--- config.mk ---
export PLATFORM = sky130hd
export DESIGN_NAME = dsleep_seq
export DESIGN_NICKNAME = d
export VERILOG_FILES = /design/src/rtl/dsleep_pkg.sv /design/src/rtl/dsleep_wait_timer.sv /design/src/rtl/dsleep_pmc_hs.sv /design/src/rtl/dsleep_seq.sv
export SDC_FILE = /design/constraint.sdc
export NUM_CORES = 1
export LEC_CHECK = 0
export ABC_AREA = 1
export BUFFER_PORTS_ARGS = -buffer_cell sky130_fd_sc_hd__buf_2
export CAP_MARGIN = 0
export CELL_PAD_IN_SITES_DETAIL_PLACEMENT = 1
export CELL_PAD_IN_SITES_GLOBAL_PLACEMENT = 2
export CORE_MARGIN = 2
export CORE_UTILIZATION = 32
export DETAILED_ROUTE_END_ITERATION = 6
export PLACE_DENSITY_LB_ADDON = 0.3
export SLEW_MARGIN = 30
export SYNTH_ARGS = -nofsm -noshare
export SYNTH_HDL_FRONTEND = slang
export SYNTH_SLANG_ARGS = --single-unit
export TNS_END_PERCENT = 5
--- constraint.sdc ---
create_clock -name clk -period 2 [get_ports clk]
set_input_delay 0.2 -clock clk [delete_from_list [all_inputs] [get_ports clk]]
set_output_delay 0.2 -clock clk [all_outputs]
set_load 0.03 [all_outputs]
--- src/rtl/dsleep_pkg.sv ---
package dsleep_pkg;

  typedef enum logic [4:0] {
    ST_IDLE,
    ST_ENT_CLKSTOP,
    ST_ENT_PHYWAIT,
    ST_ENT_MODOFF,
    ST_ENT_BYPASS,
    ST_ENT_BYPWAIT,
    ST_ENT_SLEEP,
    ST_ASLEEP,
    ST_WK_RESET,
    ST_WK_PWRUP,
    ST_WK_RSTWAIT,
    ST_WK_LOCKWAIT,
    ST_WK_DIVON,
    ST_WK_MODREQ,
    ST_WK_MODON,
    ST_WK_LPMOFF
  } seq_state_e;

  typedef enum logic [1:0] {
    TW_PHY,
    TW_BYPASS,
    TW_RESET,
    TW_LOCK
  } wait_sel_e;

  localparam logic [1:0] MOD_DISABLE = 2'b10;
  localparam logic [1:0] MOD_ENABLE  = 2'b11;

endpackage

--- src/rtl/dsleep_wait_timer.sv ---
module dsleep_wait_timer #(
  parameter int W = 12
) (
  input  logic         clk,
  input  logic         rst,
  input  logic         load_i,
  input  logic [W-1:0] load_val_i,
  output logic         expire_o
);

  logic [W-1:0] cnt_q;

  always_ff @(posedge clk) begin
    if (rst) begin
      cnt_q <= '0;
    end else if (load_i) begin
      cnt_q <= load_val_i;
    end else if (cnt_q != '0) begin
      cnt_q <= cnt_q - 1'b1;
    end
  end

  // last cycle of the wait: the count is about to reach zero
  assign expire_o = (cnt_q == W'(1));

endmodule

--- src/rtl/dsleep_pmc_hs.sv ---
module dsleep_pmc_hs (
  input  logic       clk,
  input  logic       rst,
  input  logic       start_i,
  input  logic [1:0] code_i,
  input  logic       ack_i,
  output logic       req_o,
  output logic [1:0] code_o,
  output logic       done_o
);

  always_ff @(posedge clk) begin
    if (rst) begin
      req_o  <= 1'b0;
      code_o <= dsleep_pkg::MOD_ENABLE;
    end else if (start_i) begin
      req_o  <= 1'b1;
      code_o <= code_i;
    end else if (req_o && ack_i) begin
      req_o  <= 1'b0;
    end
  end

  assign done_o = req_o & ack_i;

endmodule

--- src/rtl/dsleep_seq.sv ---
module dsleep_seq #(
  parameter int REF_MHZ      = 25,
  parameter int PHY_WAIT_CYC = 4096,
  parameter int BYPASS_US    = 4,
  parameter int RESET_US     = 5,
  parameter int LOCK_US      = 80
) (
  input  logic       clk,
  input  logic       rst,
  input  logic       sleep_req_i,
  input  logic       wake_i,
  input  logic       pmc_ack_i,
  output logic       mem_srpd_sel_o,
  output logic       mem_lpm_en_o,
  output logic       mem_clk_stop_o,
  output logic       pmc_req_o,
  output logic [1:0] pmc_state_o,
  output logic       phy_div_en_o,
  output logic       pll_en_o,
  output logic       pll_en_src_o,
  output logic       pll_pwrdn_o,
  output logic       pll_rst_n_o,
  output logic       sys_sleep_en_o,
  output logic       busy_o,
  output logic       sleep_done_o,
  output logic       wake_done_o
);
  import dsleep_pkg::*;

  localparam int BYP_CYC  = BYPASS_US * REF_MHZ;
  localparam int RST_CYC  = RESET_US * REF_MHZ;
  localparam int LOCK_CYC = LOCK_US * REF_MHZ;
  localparam int MAX_AB   = (PHY_WAIT_CYC > BYP_CYC) ? PHY_WAIT_CYC : BYP_CYC;
  localparam int MAX_CD   = (RST_CYC > LOCK_CYC) ? RST_CYC : LOCK_CYC;
  localparam int MAX_CYC  = (MAX_AB > MAX_CD) ? MAX_AB : MAX_CD;
  localparam int CNT_W    = $clog2(MAX_CYC + 1);

  seq_state_e   state_q;
  wait_sel_e    tmr_sel;
  logic         tmr_load;
  logic         tmr_exp;
  logic [CNT_W-1:0] tmr_val;
  logic         hs_start;
  logic [1:0]   hs_code;
  logic         hs_done;

  always_comb begin
    case (tmr_sel)
      TW_PHY:    tmr_val = CNT_W'(PHY_WAIT_CYC);
      TW_BYPASS: tmr_val = CNT_W'(BYP_CYC);
      TW_RESET:  tmr_val = CNT_W'(RST_CYC);
      default:   tmr_val = CNT_W'(LOCK_CYC);
    endcase
  end

  dsleep_wait_timer #(.W(CNT_W)) u_timer (
    .clk        (clk),
    .rst        (rst),
    .load_i     (tmr_load),
    .load_val_i (tmr_val),
    .expire_o   (tmr_exp)
  );

  dsleep_pmc_hs u_pmc (
    .clk     (clk),
    .rst     (rst),
    .start_i (hs_start),
    .code_i  (hs_code),
    .ack_i   (pmc_ack_i),
    .req_o   (pmc_req_o),
    .code_o  (pmc_state_o),
    .done_o  (hs_done)
  );

  // timer loads and handshake starts decoded from the current state
  always_comb begin
    tmr_load = 1'b0;
    tmr_sel  = TW_PHY;
    hs_start = 1'b0;
    hs_code  = MOD_ENABLE;
    case (state_q)
      ST_ENT_CLKSTOP: begin
        tmr_load = 1'b1;
        tmr_sel  = TW_PHY;
      end
      ST_ENT_PHYWAIT: begin
        hs_start = tmr_exp;
        hs_code  = MOD_DISABLE;
      end
      ST_ENT_BYPASS: begin
        tmr_load = 1'b1;
        tmr_sel  = TW_BYPASS;
      end
      ST_WK_PWRUP: begin
        tmr_load = 1'b1;
        tmr_sel  = TW_RESET;
      end
      ST_WK_RSTWAIT: begin
        tmr_load = tmr_exp;
        tmr_sel  = TW_LOCK;
      end
      ST_WK_MODREQ: begin
        hs_start = 1'b1;
        hs_code  = MOD_ENABLE;
      end
      default: ;
    endcase
  end

  always_ff @(posedge clk) begin
    if (rst) begin
      state_q        <= ST_IDLE;
      mem_srpd_sel_o <= 1'b1;
      mem_lpm_en_o   <= 1'b0;
      mem_clk_stop_o <= 1'b0;
      phy_div_en_o   <= 1'b1;
      pll_en_o       <= 1'b1;
      pll_en_src_o   <= 1'b1;
      pll_pwrdn_o    <= 1'b0;
      pll_rst_n_o    <= 1'b1;
      sys_sleep_en_o <= 1'b0;
      busy_o         <= 1'b0;
      sleep_done_o   <= 1'b0;
      wake_done_o    <= 1'b0;
    end else begin
      sleep_done_o <= 1'b0;
      wake_done_o  <= 1'b0;
      case (state_q)
        ST_IDLE: if (sleep_req_i) begin
          mem_srpd_sel_o <= 1'b0;
          mem_lpm_en_o   <= 1'b1;
          busy_o         <= 1'b1;
          state_q        <= ST_ENT_CLKSTOP;
        end
        ST_ENT_CLKSTOP: begin
          mem_clk_stop_o <= 1'b1;
          state_q        <= ST_ENT_PHYWAIT;
        end
        ST_ENT_PHYWAIT: if (tmr_exp) state_q <= ST_ENT_MODOFF;
        ST_ENT_MODOFF: if (hs_done) begin
          phy_div_en_o <= 1'b0;
          state_q      <= ST_ENT_BYPASS;
        end
        ST_ENT_BYPASS: begin
          pll_en_o     <= 1'b0;
          pll_en_src_o <= 1'b0;
          state_q      <= ST_ENT_BYPWAIT;
        end
        ST_ENT_BYPWAIT: if (tmr_exp) begin
          pll_pwrdn_o <= 1'b1;
          state_q     <= ST_ENT_SLEEP;
        end
        ST_ENT_SLEEP: begin
          sys_sleep_en_o <= 1'b1;
          busy_o         <= 1'b0;
          sleep_done_o   <= 1'b1;
          state_q        <= ST_ASLEEP;
        end
        ST_ASLEEP: if (wake_i) begin
          sys_sleep_en_o <= 1'b0;
          busy_o         <= 1'b1;
          state_q        <= ST_WK_RESET;
        end
        ST_WK_RESET: begin
          pll_rst_n_o <= 1'b0;
          state_q     <= ST_WK_PWRUP;
        end
        ST_WK_PWRUP: begin
          pll_pwrdn_o <= 1'b0;
          state_q     <= ST_WK_RSTWAIT;
        end
        ST_WK_RSTWAIT: if (tmr_exp) begin
          pll_rst_n_o <= 1'b1;
          state_q     <= ST_WK_LOCKWAIT;
        end
        ST_WK_LOCKWAIT: if (tmr_exp) begin
          pll_en_o     <= 1'b1;
          pll_en_src_o <= 1'b0;
          state_q      <= ST_WK_DIVON;
        end
        ST_WK_DIVON: begin
          phy_div_en_o <= 1'b1;
          state_q      <= ST_WK_MODREQ;
        end
        ST_WK_MODREQ: state_q <= ST_WK_MODON;
        ST_WK_MODON: if (hs_done) begin
          mem_clk_stop_o <= 1'b0;
          state_q        <= ST_WK_LPMOFF;
        end
        ST_WK_LPMOFF: begin
          mem_lpm_en_o <= 1'b0;
          busy_o       <= 1'b0;
          wake_done_o  <= 1'b1;
          state_q      <= ST_IDLE;
        end
        default: state_q <= ST_IDLE;
      endcase
    end
  end

endmodule

== Yosys cells after proc, flatten, opt, wreduce, memory -nomap -nowiden ==
Index checks and enable logic that the tools add are counted.
Word-level totals
  output and inout port bits: 15
  register bits after elaboration: 33
  logic and storage cells: 105
  input bits: 5
Cells by class
  multiplexer cells: 35
  bitwise operators: 1
  eq/ne operators: 26
  reductions and logical operators: 26
  add/sub/neg operators: 1
Operators with widths (number)
  case mux 5 bit (15 select lines): 1
  == test 5 x 4 -> 1 bit, second input constant: 8
  two-way mux 5 bit: 8
  case mux 13 bit (3 select lines): 1
  two-way mux 13 bit: 2
  == test 5 x 3 -> 1 bit, second input constant: 4
  case mux 1 bit (2 select lines): 10
  nonzero test 2 bit: 9
  inequality test 2 bit, second input constant: 8
  AND reduction 2 bit: 8
  == test 13 x 1 -> 1 bit, second input constant: 1
  nonzero test 13 bit: 1
  subtractor 13 x 1 -> 13 bit, second input constant: 1
  two-way mux 1 bit: 11
  == test 5 x 2 -> 1 bit, second input constant: 2
  AND reduction 8 bit: 1
  case mux 2 bit (3 select lines): 1
  == test 5 x 1 -> 1 bit, second input constant: 1
  logical NOT 5 bit: 1
  case mux 1 bit (3 select lines): 1
  AND reduction 3 bit: 1
  nonzero test 3 bit: 1
  OR reduction 3 bit: 1
  == test 2 x 1 -> 1 bit, second input constant: 1
  5 further kinds: 5

== Logic depth before layout (Yosys ltp) ==
Gate-level depths: netlist of the first run.
  word-level depth: 5
  gate-level depth with buffers: 11
  depth with buffers taken out: 11

== Cells and area by module ==
Synthesis of the first run repeated with hierarchy kept, for this count alone.
Second synthesis, totals
  cell total of the unflattened synthesis: 293
  area total of the unflattened synthesis: 1953.1 um2
Modules (own cells, without submodules)
  dsleep_wait_timer: cells an instance 147, sequential area each 260.2 um2, instances 1, area an instance 937.1 um2
  dsleep_seq: cells an instance 130, sequential area each 320.3 um2, instances 1, area an instance 899.6 um2
  dsleep_pmc_hs: cells an instance 16, sequential area each 60.1 um2, instances 1, area an instance 116.4 um2

== Worst setup path after synthesis of the first run ==
OpenSTA, ideal clock, no wires.
  path kind: register to register
  start point: register state_q[2]
  end point: register u_timer.cnt_q[2]
  data required time: 1872 ps
  clock period less this slack: 1451 ps
  data arrival time: 1323 ps
  path buffers: 0
  path slack: 549 ps
  library setup time: 128 ps
  stages on the path, launching flop included: 9
  path through: dfxtp_1 nand2_1 nor2_2 nor2_1 ha_1 nand2_2 nand2_1 nand2_1 nor2_1
On the way
  cells in the longest elaborated chain, start to end: 5
  elaborated cells on any way between the ends: 13
  classes of those cells: eq/ne: 6; mux: 4; reduce/logical: 3
Ends and longest elaborated chain
  start, declared: line dsleep_seq.sv:38  | seq_state_e state_q;
  start signal, assigned: line dsleep_seq.sv:112  | state_q <= ST_IDLE;
  start signal, assigned: line dsleep_seq.sv:133  | state_q <= ST_ENT_CLKSTOP;
  start signal, assigned: line dsleep_seq.sv:137  | state_q <= ST_ENT_PHYWAIT;
  == test 5 x 4 -> 1 bit / == test 5 x 3 -> 1 bit (equally long branches): line dsleep_seq.sv:81  | case (state_q)
  case mux 2 bit (3 select lines): line dsleep_seq.sv:81
  == test 2 bit (tied with other cells): line dsleep_seq.sv:48  | case (tmr_sel)
  case mux 13 bit (3 select lines): line dsleep_seq.sv:48
  two-way mux 13 bit: line dsleep_wait_timer.sv:16  | end else if (load_i) begin
  end signal, assigned: line dsleep_wait_timer.sv:17  | cnt_q <= load_val_i;
  end signal, assigned: line dsleep_wait_timer.sv:19  | cnt_q <= cnt_q - 1'b1;
  end, declared: line dsleep_wait_timer.sv:11  | logic [W-1:0] cnt_q;
Parallel ways exist; a longest one is shown, timed or not.
A chain may end at the register's enable or synchronous reset.

== Worst setup path after layout of the first run ==
  start point: register state_q[0]
  end point: register u_timer.cnt_q[9]
The elaborated chain is that of the path after synthesis.

==> results_dict.tcl, run 1 <==
set metrics [dict create \
    track_usage 0.174 \
    critPathRequiredTime_ps 2170 \
    powerDensity_mw_per_mm2 1580 \
    pre_cts_ws_ps 292 \
    cp_common_cell "nor2_1" \
    coreArea_mm2 0.00554 \
    cts_sinks 31 \
    rsz0062_at_grt "false" \
    post-route-period-util 0.856 \
    synth.yosys.seq_area_share 0.335 \
    grt_pass1_vias 1792 \
    cp-startpoint "state_q[0]" \
    synth_area_per_cell_um2 6.69 \
    timing.hold.ws_ps 193 \
    final_cells 374 \
    wirelength_um 5010 \
    rrSetupSlack_ps 290 \
    cp_slowest_cell "dfxtp_1" \
    synth.yosys.warnings 0 \
    ir_worst_vdd_mv 0.599 \
    status "finished, final reports clean" \
    grt_max_degree 15 \
    die_w_um 80.1 \
    min_path_type "input pin to flop" \
    ys_seq_elements 31 \
    skew_ps 5.45 \
    drt-initial-drc-count 53 \
    ant_nets 0 \
    netlist_area_mm2 0.00185 \
    diodes 0 \
    drcViolationCount 0 \
    dpl.hpwl_um 4040 \
    grt_pass1_wl_um 8500 \
    drv_slew 0 \
    setup_slack_ps 288 \
    std_cell_rows 27 \
    crit_chain "nor2_2 > inv_2 > nor2_2 > nor2_1 > inv_1 > ha_1 > nand2_4 > nand2_1 > nor2_1 > nor2_1" \
    cts-htree-levels 2 \
    critPathLaunchType "flop" \
    placed_cells 366 \
    synth_cell_types 33 \
    antenna_found_initial 0 \
    worst_r2r_endpoint "u_timer.cnt_q[9]" \
    die-area_mm2 0.00641 \
    syn-num-nets 289 \
    hold_viol 0 \
    fin_nets 313 \
    period_minus_slack_ps 1710 \
    dr.pass1.iters 4 \
    async_flop_share 0 \
    syn-instance-count 277 \
    cp-end-kind "flop" \
    cts_tree "built" \
    cts-root-buf "clkbuf_8" \
    synthToLayoutAreaGrowth_pct 14.7 \
    grt_overflow 0 \
    endpoint "u_timer.cnt_q[9]" \
    cts_hold_buf 0 \
    clockBufferDepth 2 \
    max_stage_delay_ps 460 \
    routed_via_density 4.64 \
    setup_viol 0 \
    p_leak_nw 1.06 \
    arrival_ps 1880 \
    io_buffers 18 \
    n_fill_cell 738 \
    path_class "flop to flop" \
    post_cts_resized 0 \
    drv_cap 0 \
    path_clk_slew_ps 70 \
    insertion_delay_ps 280 \
    r2r_cells 10 \
    setup_tns_ps 0 \
    final_layout_size_suffix_gt1_frac 0.185 \
    cts_setup_buffers 0 \
    numCtsBuffers 5 \
    wire_per_inst_um 13.4 \
    io_pins 20 \
    start_util 0.334 \
    vias 1736 \
    synth_edf_count 0 \
    path_max_fanout 5 \
    synthFlopType "dfxtp_1" \
    die_height_um 80.1 \
    clock.fmax_ghz 0.584 \
    place.gp.congestion 0.827 \
    reg2reg_from "state_q[0]" \
]
layer usage:
layer	vias up	GRT usage	part of all wire
met5	-	0	0
met4	0	0.0475	0.011
met3	6	0.0337	0.019
met2	17	0.316	0.50
met1	803	0.209	0.47
li1	910	-	-
worst max-delay path: cells and delay by family, from the launching register on:
family	cells	cell delay, ps
adder cells (fa/ha/maj)	1	230
buffers and inverters	2	180
flip-flops	1	460
AND/OR/NAND/NOR	7	740
cell families after synthesis:
kind of cell / after synthesis / share of synthesized area
AO/OA/AOI/OAI: 26 / 0.0858
adder cells (fa/ha/maj): 7 / 0.0473
XOR/XNOR: 4 / 0.0189
AND/OR/NAND/NOR: 172 / 0.430
buffers and inverters: 36 / 0.0804
flip-flops: 31 / 0.335
other: 1 / 0.00203
sequential cells by signal, indices dropped and copies added (netlist names):
register / cells
mem_lpm_en_o: 1
busy_o: 1
state_q: 4
u_timer.cnt_q: 13
mem_srpd_sel_o: 1
u_pmc.req_o: 1
pll_en_src_o: 1
phy_div_en_o: 1
pll_rst_n_o: 1
mem_clk_stop_o: 1
pll_en_o: 1
sys_sleep_en_o: 1
sleep_done_o: 1
wake_done_o: 1
pll_pwrdn_o: 1
u_pmc.code_o: 1
worst min-delay path by stage:
stage              startpoint             end  slack, ps  cells past startpoint
2_1_floorplan             rst     pll_pwrdn_o        270                      1
3_3_place_gp   mem_srpd_sel_o  mem_srpd_sel_o        440                      2
3_5_place_dp   mem_srpd_sel_o  mem_srpd_sel_o        440                      2
4_1_cts                wake_i  sys_sleep_en_o        190                      4
5_1_grt             pmc_ack_i     u_pmc.req_o        220                      4
6_report               wake_i  sys_sleep_en_o        190                      4
report_power, final:
part | total [mW] | switching [mW] | internal (mW)
registers | 0.930 | 0.151 | 0.779
logic | 1.89 | 1.27 | 0.613
clock network | 0.552 | 0.238 | 0.314
total | 3.37 | 1.66 | 1.71
placed cells by master (no fill, tap or decap):
cell type / count
a21boi_1: 1
a21oi_1: 10
a21oi_2: 2
a21oi_4: 1
a31oi_1: 1
and2_1: 2
buf_2: 18
buf_4: 2
clkbuf_1: 1
clkbuf_8: 7
conb_1: 1
dfxtp_1: 31
ha_1: 7
inv_1: 28
inv_2: 4
inv_4: 1
nand2_1: 81
nand2_2: 3
nand2_4: 2
nand2_8: 1
nand3_1: 19
nand3_4: 2
nand3b_1: 1
nand4_1: 3
nor2_1: 42
nor2_2: 9
nor2_4: 2
nor3_1: 4
o21a_1: 1
o21ai_0: 8
o21ai_1: 1
o21ai_2: 1
or2_2: 1
xor2_1: 4
area by class of cell:
type                            count  area (um^2)  area share
Timing Repair Buffer               20          105      0.0495
Inverter                           33          126      0.0595
Clock buffer                        8          100      0.0471
Tap cell                           72         90.1      0.0424
Multi-Input combinational cell    210         1080       0.509
Sequential cell                    31          621       0.292
Yosys cell counts (3+ instances only):
master / count / area share
nand2_1: 81 / 0.16
nor2_1: 42 / 0.085
dfxtp_1: 31 / 0.34
inv_1: 28 / 0.057
nand3_1: 19 / 0.051
a21oi_1: 10 / 0.027
nor2_2: 9 / 0.030
o21ai_0: 8 / 0.022
ha_1: 7 / 0.047
inv_2: 4 / 0.0081
nor3_1: 4 / 0.011
xor2_1: 4 / 0.019
nand2_2: 3 / 0.010
nand4_1: 3 / 0.010
per-stage QoR:
stage	util	power, mW	area, um^2
floorplan	-	2.38	1850
global placement	0.365	2.84	2020
detailed placement	0.365	2.85	2020
CTS	0.383	3.42	2120
global route	0.383	3.72	2120
finish	0.383	3.37	2120
(Power assumes the default switching activity.)
==> run 2: changes to the inputs <==
--- a/config.mk
+++ b/config.mk
@@ -14,6 +14,7 @@
 export CORE_UTILIZATION = 32
 export DETAILED_ROUTE_END_ITERATION = 6
 export PLACE_DENSITY_LB_ADDON = 0.3
+export REMOVE_ABC_BUFFERS = 1
 export SLEW_MARGIN = 30
 export SYNTH_ARGS = -nofsm -noshare
 export SYNTH_HDL_FRONTEND = slang
==> run 2 against run 1 <==
  * Core utilization down 0.23 points
  * Critical path depth unchanged
  * Sequential power down 0.8%
  * Critical path type unchanged
==> results_dict.tcl, run 2 (same netlist as run 1, synthesis figures left out) <==
set metrics [dict create \
    diodes 0 \
    cp-end-kind "flop" \
    grt_pass1_vias 1788 \
    grt_pass1_wl_um 8290 \
    grt_max_degree 15 \
    drv_cap 0 \
    cts-root-buf "clkbuf_8" \
    cts_setup_buffers 0 \
    n_fill_cell 756 \
    io_pins 20 \
    fin_nets 313 \
    vias 1711 \
    dpl.hpwl_um 3880 \
    powerDensity_mw_per_mm2 1580 \
    dr.pass1.iters 4 \
    path_max_fanout 6 \
    final_cells 373 \
    cts-htree-levels 2 \
    worst_r2r_endpoint "u_timer.cnt_q[10]" \
    regMostFlops "u_timer.cnt_q" \
    setup_viol 0 \
    status "finished, final reports clean" \
    cp_slowest_cell "dfxtp_1" \
    place.gp.congestion 0.813 \
    rsz0062_at_grt "false" \
    wirelength_um 4830 \
    ant_nets 0 \
    synthToLayoutAreaGrowth_pct 14.1 \
    cp_common_cell "nor2_1" \
    r2r_cells 10 \
    cts_sinks 31 \
    insertion_delay_ps 280 \
    setup_tns_ps 0 \
    routed_via_density 4.59 \
    arrival_ps 1880 \
    ir_worst_vdd_mv 0.612 \
    min_path_type "input pin to flop" \
    die-area_mm2 0.00641 \
    wire_per_inst_um 13.0 \
    max_stage_delay_ps 450 \
    track_usage 0.171 \
    critPathRequiredTime_ps 2180 \
    p_leak_nw 1.06 \
    critPathLaunchType "flop" \
    mostFrequentLayoutCells "nand2_1 (81), nor2_1 (42), dfxtp_1 (31)" \
    crit_chain "nor2_2 > inv_2 > nor2_2 > nor2_1 > inv_1 > ha_1 > nand2_4 > nand2_1 > nor2_1 > nor2_1" \
    layout_commonest_cell "nand2_1" \
    post_cts_resized 0 \
    cts_hold_buf 0 \
    timing.critical_path.depth 10 \
    numCtsBuffers 5 \
    start_util 0.334 \
    rrSetupSlack_ps 300 \
    placed_cells 366 \
    path_class "flop to flop" \
    final_layout_size_suffix_gt1_frac 0.186 \
    skew_ps 2.87 \
    period_minus_slack_ps 1700 \
    io_buffers 18 \
    coreArea_mm2 0.00554 \
    die_w_um 80.1 \
    finalInstanceArea_mm2 0.00211 \
    largest_reg_flops 13 \
    std_cell_rows 27 \
    drv_slew 0 \
    placed_area_mm2 0.00202 \
    timing.hold.ws_ps 199 \
    path_clk_slew_ps 70 \
    clock.fmax_ghz 0.587 \
    cts_tree "built" \
    reg2reg_from "state_q[1]" \
    post-route-period-util 0.851 \
    die_height_um 80.1 \
    crit_buf_inv 2 \
    crit_family "simple AND/OR/NAND/NOR gates" \
    hold_viol 0 \
    top_regs "u_timer.cnt_q (13), state_q (4)" \
    endpoint "u_timer.cnt_q[10]" \
    drcViolationCount 0 \
    cp-startpoint "state_q[1]" \
    drt-initial-drc-count 39 \
    antenna_found_initial 0 \
    grt_overflow 0 \
    clockBufferDepth 2 \
]
run 2: cell count changes in the layout (fill, tap and decap cells not counted), sizes merged:
cell,before,now
clkbuf,8,6
clkinv,0,1
run 2: metrics by stage:
stage	utilization	power [mW]	setup WS [ps]
floorplan	-	2.37	552
global placement	0.365	2.86	319
detailed placement	0.365	2.86	295
CTS	0.381	3.39	255
global route	0.381	3.70	143
finish	0.381	3.33	298
run 2: layout make-up:
cell class	instances	area, um^2	share of cell area
clock inverters	1	5.00	0.00237
multi-input cells	210	1080	0.512
well taps	72	90.1	0.0427
repair buffers	20	105	0.0498
inverters	33	126	0.0598
clock buffers	6	82.6	0.0391
flip-flops and latches	31	621	0.294
run 2: how the worst min path moves through the flow:
| stage | start | endpoint | slack [ps] | cells after the start |
|---|---|---|---|---|
| detailed placement | u_pmc.code_o[0] | u_pmc.code_o[0] | 440 | 2 |
| floorplan | rst | pll_pwrdn_o | 270 | 1 |
| global route | sleep_req_i | mem_lpm_en_o | 210 | 3 |
| finish | wake_i | sys_sleep_en_o | 200 | 4 |
| CTS | wake_i | sys_sleep_en_o | 190 | 4 |
| global placement | mem_srpd_sel_o | mem_srpd_sel_o | 440 | 2 |
run 2: routing by layer:
layer | track usage | up-vias | wire [um]
met4 | 0.0610 | 0 | 58
met2 | 0.313 | 15 | 2500
met3 | 0.0337 | 8 | 101
met1 | 0.195 | 779 | 2180
li1 | - | 909 | -
met5 | 0 | - | 0
run 2: worst register-to-register path, delay by kind of cell, from the launching register on:
| family | cells | cell delay [ps] |
|---|---|---|
| buffers and inverters | 2 | 170 |
| AND/OR/NAND/NOR | 7 | 750 |
| flip-flops | 1 | 450 |
| adder cells (fa/ha/maj) | 1 | 230 |
run 2: power breakdown:
| group | switching, mW | internal (mW) | leakage, nW |
|---|---|---|---|
| clock network | 0.234 | 0.270 | 0.0470 |
| logic | 1.26 | 0.636 | 0.755 |
| registers | 0.144 | 0.779 | 0.254 |
==> run 3: changes to the inputs <==
--- a/config.mk
+++ b/config.mk
@@ -11,12 +11,13 @@
 export CELL_PAD_IN_SITES_DETAIL_PLACEMENT = 1
 export CELL_PAD_IN_SITES_GLOBAL_PLACEMENT = 2
 export CORE_MARGIN = 2
-export CORE_UTILIZATION = 32
+export CORE_UTILIZATION = 28
 export DETAILED_ROUTE_END_ITERATION = 6
 export PLACE_DENSITY_LB_ADDON = 0.3
 export REMOVE_ABC_BUFFERS = 1
 export SLEW_MARGIN = 30
 export SYNTH_ARGS = -nofsm -noshare
 export SYNTH_HDL_FRONTEND = slang
+export SYNTH_HIERARCHICAL = 1
 export SYNTH_SLANG_ARGS = --single-unit
 export TNS_END_PERCENT = 5
==> run 3 against run 2 <==
  * Clock power grew 4%
  * Sequential share of layout area shrank 2.8 points
  * Power grew 6.7%
  * Via count grew 12%
  * Critical path depth grew 2
  * Non-clock buffer count grew 22
  * Global-route usage shrank 1.8 points
  * Count of clock-buffer cells in the layout is the same
  * Final area grew 15%
  * Critical path type unchanged
  * Largest cell class unchanged
==> results_dict.tcl, run 3 <==
set metrics [dict create \
    setup_tns_ps 0 \
    synth_area_per_cell_um2 6.67 \
    clockBufferDepth 2 \
    ys_seq_elements 32 \
    cp-end-kind "flop" \
    layout_commonest_cell "nand2_1" \
    io_buffers 19 \
    skew_ps 6.28 \
    synth.yosys.seq_area_share 0.328 \
    drcViolationCount 0 \
    diodes 0 \
    cp-startpoint "u_timer/cnt_q[7]" \
    yosys.cell_count.top_type "nand2_1" \
    async_flop_share 0 \
    rrSetupSlack_ps 110 \
    start_util 0.289 \
    dpl.hpwl_um 4260 \
    syn-instance-count 293 \
    reg2reg_from "u_timer/cnt_q[7]" \
    place.gp.congestion 0.822 \
    arrival_ps 2110 \
    rsz0062_at_grt "true" \
    synth_edf_count 0 \
    insertion_delay_ps 280 \
    n_fill_cell 881 \
    die-area_mm2 0.00766 \
    period_minus_slack_ps 1890 \
    wirelength_um 5250 \
    cts_sinks 32 \
    drt-initial-drc-count 49 \
    top_regs "u_timer/cnt_q (13), state_q (4), u_pmc/code_o (2)" \
    p_leak_nw 1.22 \
    std_cell_rows 30 \
    critPathRequiredTime_ps 2220 \
    synth_common_cells "nand2_1 (67), inv_1 (41), nor2_1 (37)" \
    setup_slack_ps 113 \
    endpoint "u_timer/cnt_q[5]" \
    io_pins 20 \
    path_clk_slew_ps 70 \
    cts_tree "built" \
    path_class "flop to flop" \
    largest_reg_flops 13 \
    final_cells 420 \
    synth_cell_types 31 \
    numCtsBuffers 5 \
    wire_per_inst_um 12.5 \
    dr.pass1.iters 5 \
    die_height_um 87.5 \
    grt_overflow 0 \
    path_max_fanout 7 \
    netlist_area_mm2 0.00195 \
    track_usage 0.152 \
    routed_via_density 4.58 \
    grt_pass1_wl_um 9140 \
    synth.yosys.warnings 6 \
    min_path_type "input pin to flop" \
    clock.fmax_ghz 0.530 \
    die_w_um 87.5 \
    pre_cts_ws_ps -89.8 \
    ir_worst_vdd_mv 0.360 \
    placed_cells 408 \
    antenna_found_initial 0 \
    synthFlopType "dfxtp_1" \
    drv_slew 0 \
    coreArea_mm2 0.00676 \
    synth_area_leaders "dfxtp_1 (33%), nand2_1 (13%), inv_1 (7.9%), nor2_1 (7.1%), nand3_1 (6.7%)" \
    status "finished, final reports clean" \
    powerDensity_mw_per_mm2 1470 \
    cts-root-buf "clkbuf_8" \
    post-route-period-util 0.943 \
    critPathLaunchType "flop" \
    yosysTopAreaCellShare 0.328 \
    yosysTopAreaCell "dfxtp_1" \
    cts-htree-levels 2 \
    vias 1924 \
    hold_viol 0 \
    synthToLayoutAreaGrowth_pct 24.1 \
    setup_viol 0 \
    worst_r2r_endpoint "u_timer/cnt_q[5]" \
    r2r_cells 12 \
    ant_nets 0 \
    fin_nets 351 \
    final_layout_size_suffix_gt1_frac 0.268 \
    drv_cap 0 \
    grt_pass1_vias 2002 \
    mostFrequentLayoutCells "nand2_1 (65), inv_1 (40), nor2_1 (37)" \
    grt_max_degree 14 \
    regMostFlops "u_timer/cnt_q" \
]
==> run 3: cells by family after synthesis <==
| kind of cell | Yosys count | synth area share |
|---|---|---|
| other | 2 | 0.00385 |
| flip-flops | 32 | 0.328 |
| adder cells (fa/ha/maj) | 7 | 0.0448 |
| buffers and inverters | 51 | 0.110 |
| AND/OR/NAND/NOR | 162 | 0.395 |
| AO/OA/AOI/OAI | 39 | 0.119 |
==> run 3: how the worst min path moves through the flow <==
stage,from,end,slack (ps),cells after the start
2_1_floorplan,rst,state_q[0],260,1
3_5_place_dp,mem_srpd_sel_o,mem_srpd_sel_o,440,2
3_3_place_gp,mem_srpd_sel_o,mem_srpd_sel_o,430,2
6_report,pmc_ack_i,u_pmc/req_o,190,4
4_1_cts,pmc_ack_i,u_pmc/req_o,180,4
5_1_grt,pmc_ack_i,u_pmc/req_o,190,4
==> run 3: repair_timing <==
action / CTS / global route
resized for setup: 2 / 9
gates cloned: 0 / 0
hold buffers: 0 / 0
hold endpoints to repair: 0 / 0
buffers inserted: 0 / 4
pin swaps: 0 / 5
setup endpoints to repair: 14 / 18
==> run 3: final cells by class <==
cell class | instances | area (um^2) | share of cell area
Inverter | 47 | 176 | 0.0728
Sequential cell | 32 | 644 | 0.266
Multi-Input combinational cell | 211 | 1130 | 0.468
Tap cell | 80 | 100 | 0.0413
Timing Repair Buffer | 42 | 275 | 0.114
Clock inverter | 2 | 10.0 | 0.00413
Clock buffer | 6 | 82.6 | 0.0341
==> run 3: where the power goes <==
| group | switching, mW | total, mW | leakage (nW) | internal [mW] |
|---|---|---|---|---|
| clock | 0.248 | 0.522 | 0.0510 | 0.275 |
| sequential | 0.132 | 0.927 | 0.263 | 0.795 |
| combinational | 1.28 | 2.10 | 0.903 | 0.821 |
==> run 3: stage by stage <==
stage	hold slack [ps]	total power [mW]	util	instance area [um^2]
floorplan	262	2.28	-	1920
global placement	429	2.91	0.334	2260
detailed placement	441	2.93	0.334	2260
CTS	179	3.50	0.350	2360
global route	189	3.94	0.359	2420
finish	187	3.55	0.359	2420
==> run 3: worst max-delay path: stages (launching register included) <==
cell and delay (ps):
dfxtp_4 350, nor2_4 110, nand3_2 110, nor4_4 300
nand2_1 110, o211ai_1 150, inv_2 110, nand2_2 70
nor2_2 50, nand3_4 110, buf_6 130, o211ai_1 110
nor2_1 100
==> run 3: metal layers <==
layer / GRT usage / up-vias / routed length, um
li1: - / 1005 / -
met4: 0.0420 / 0 / 62
met2: 0.273 / 23 / 2650
met1: 0.185 / 891 / 2400
met5: 0 / - / 0
met3: 0.0294 / 5 / 143
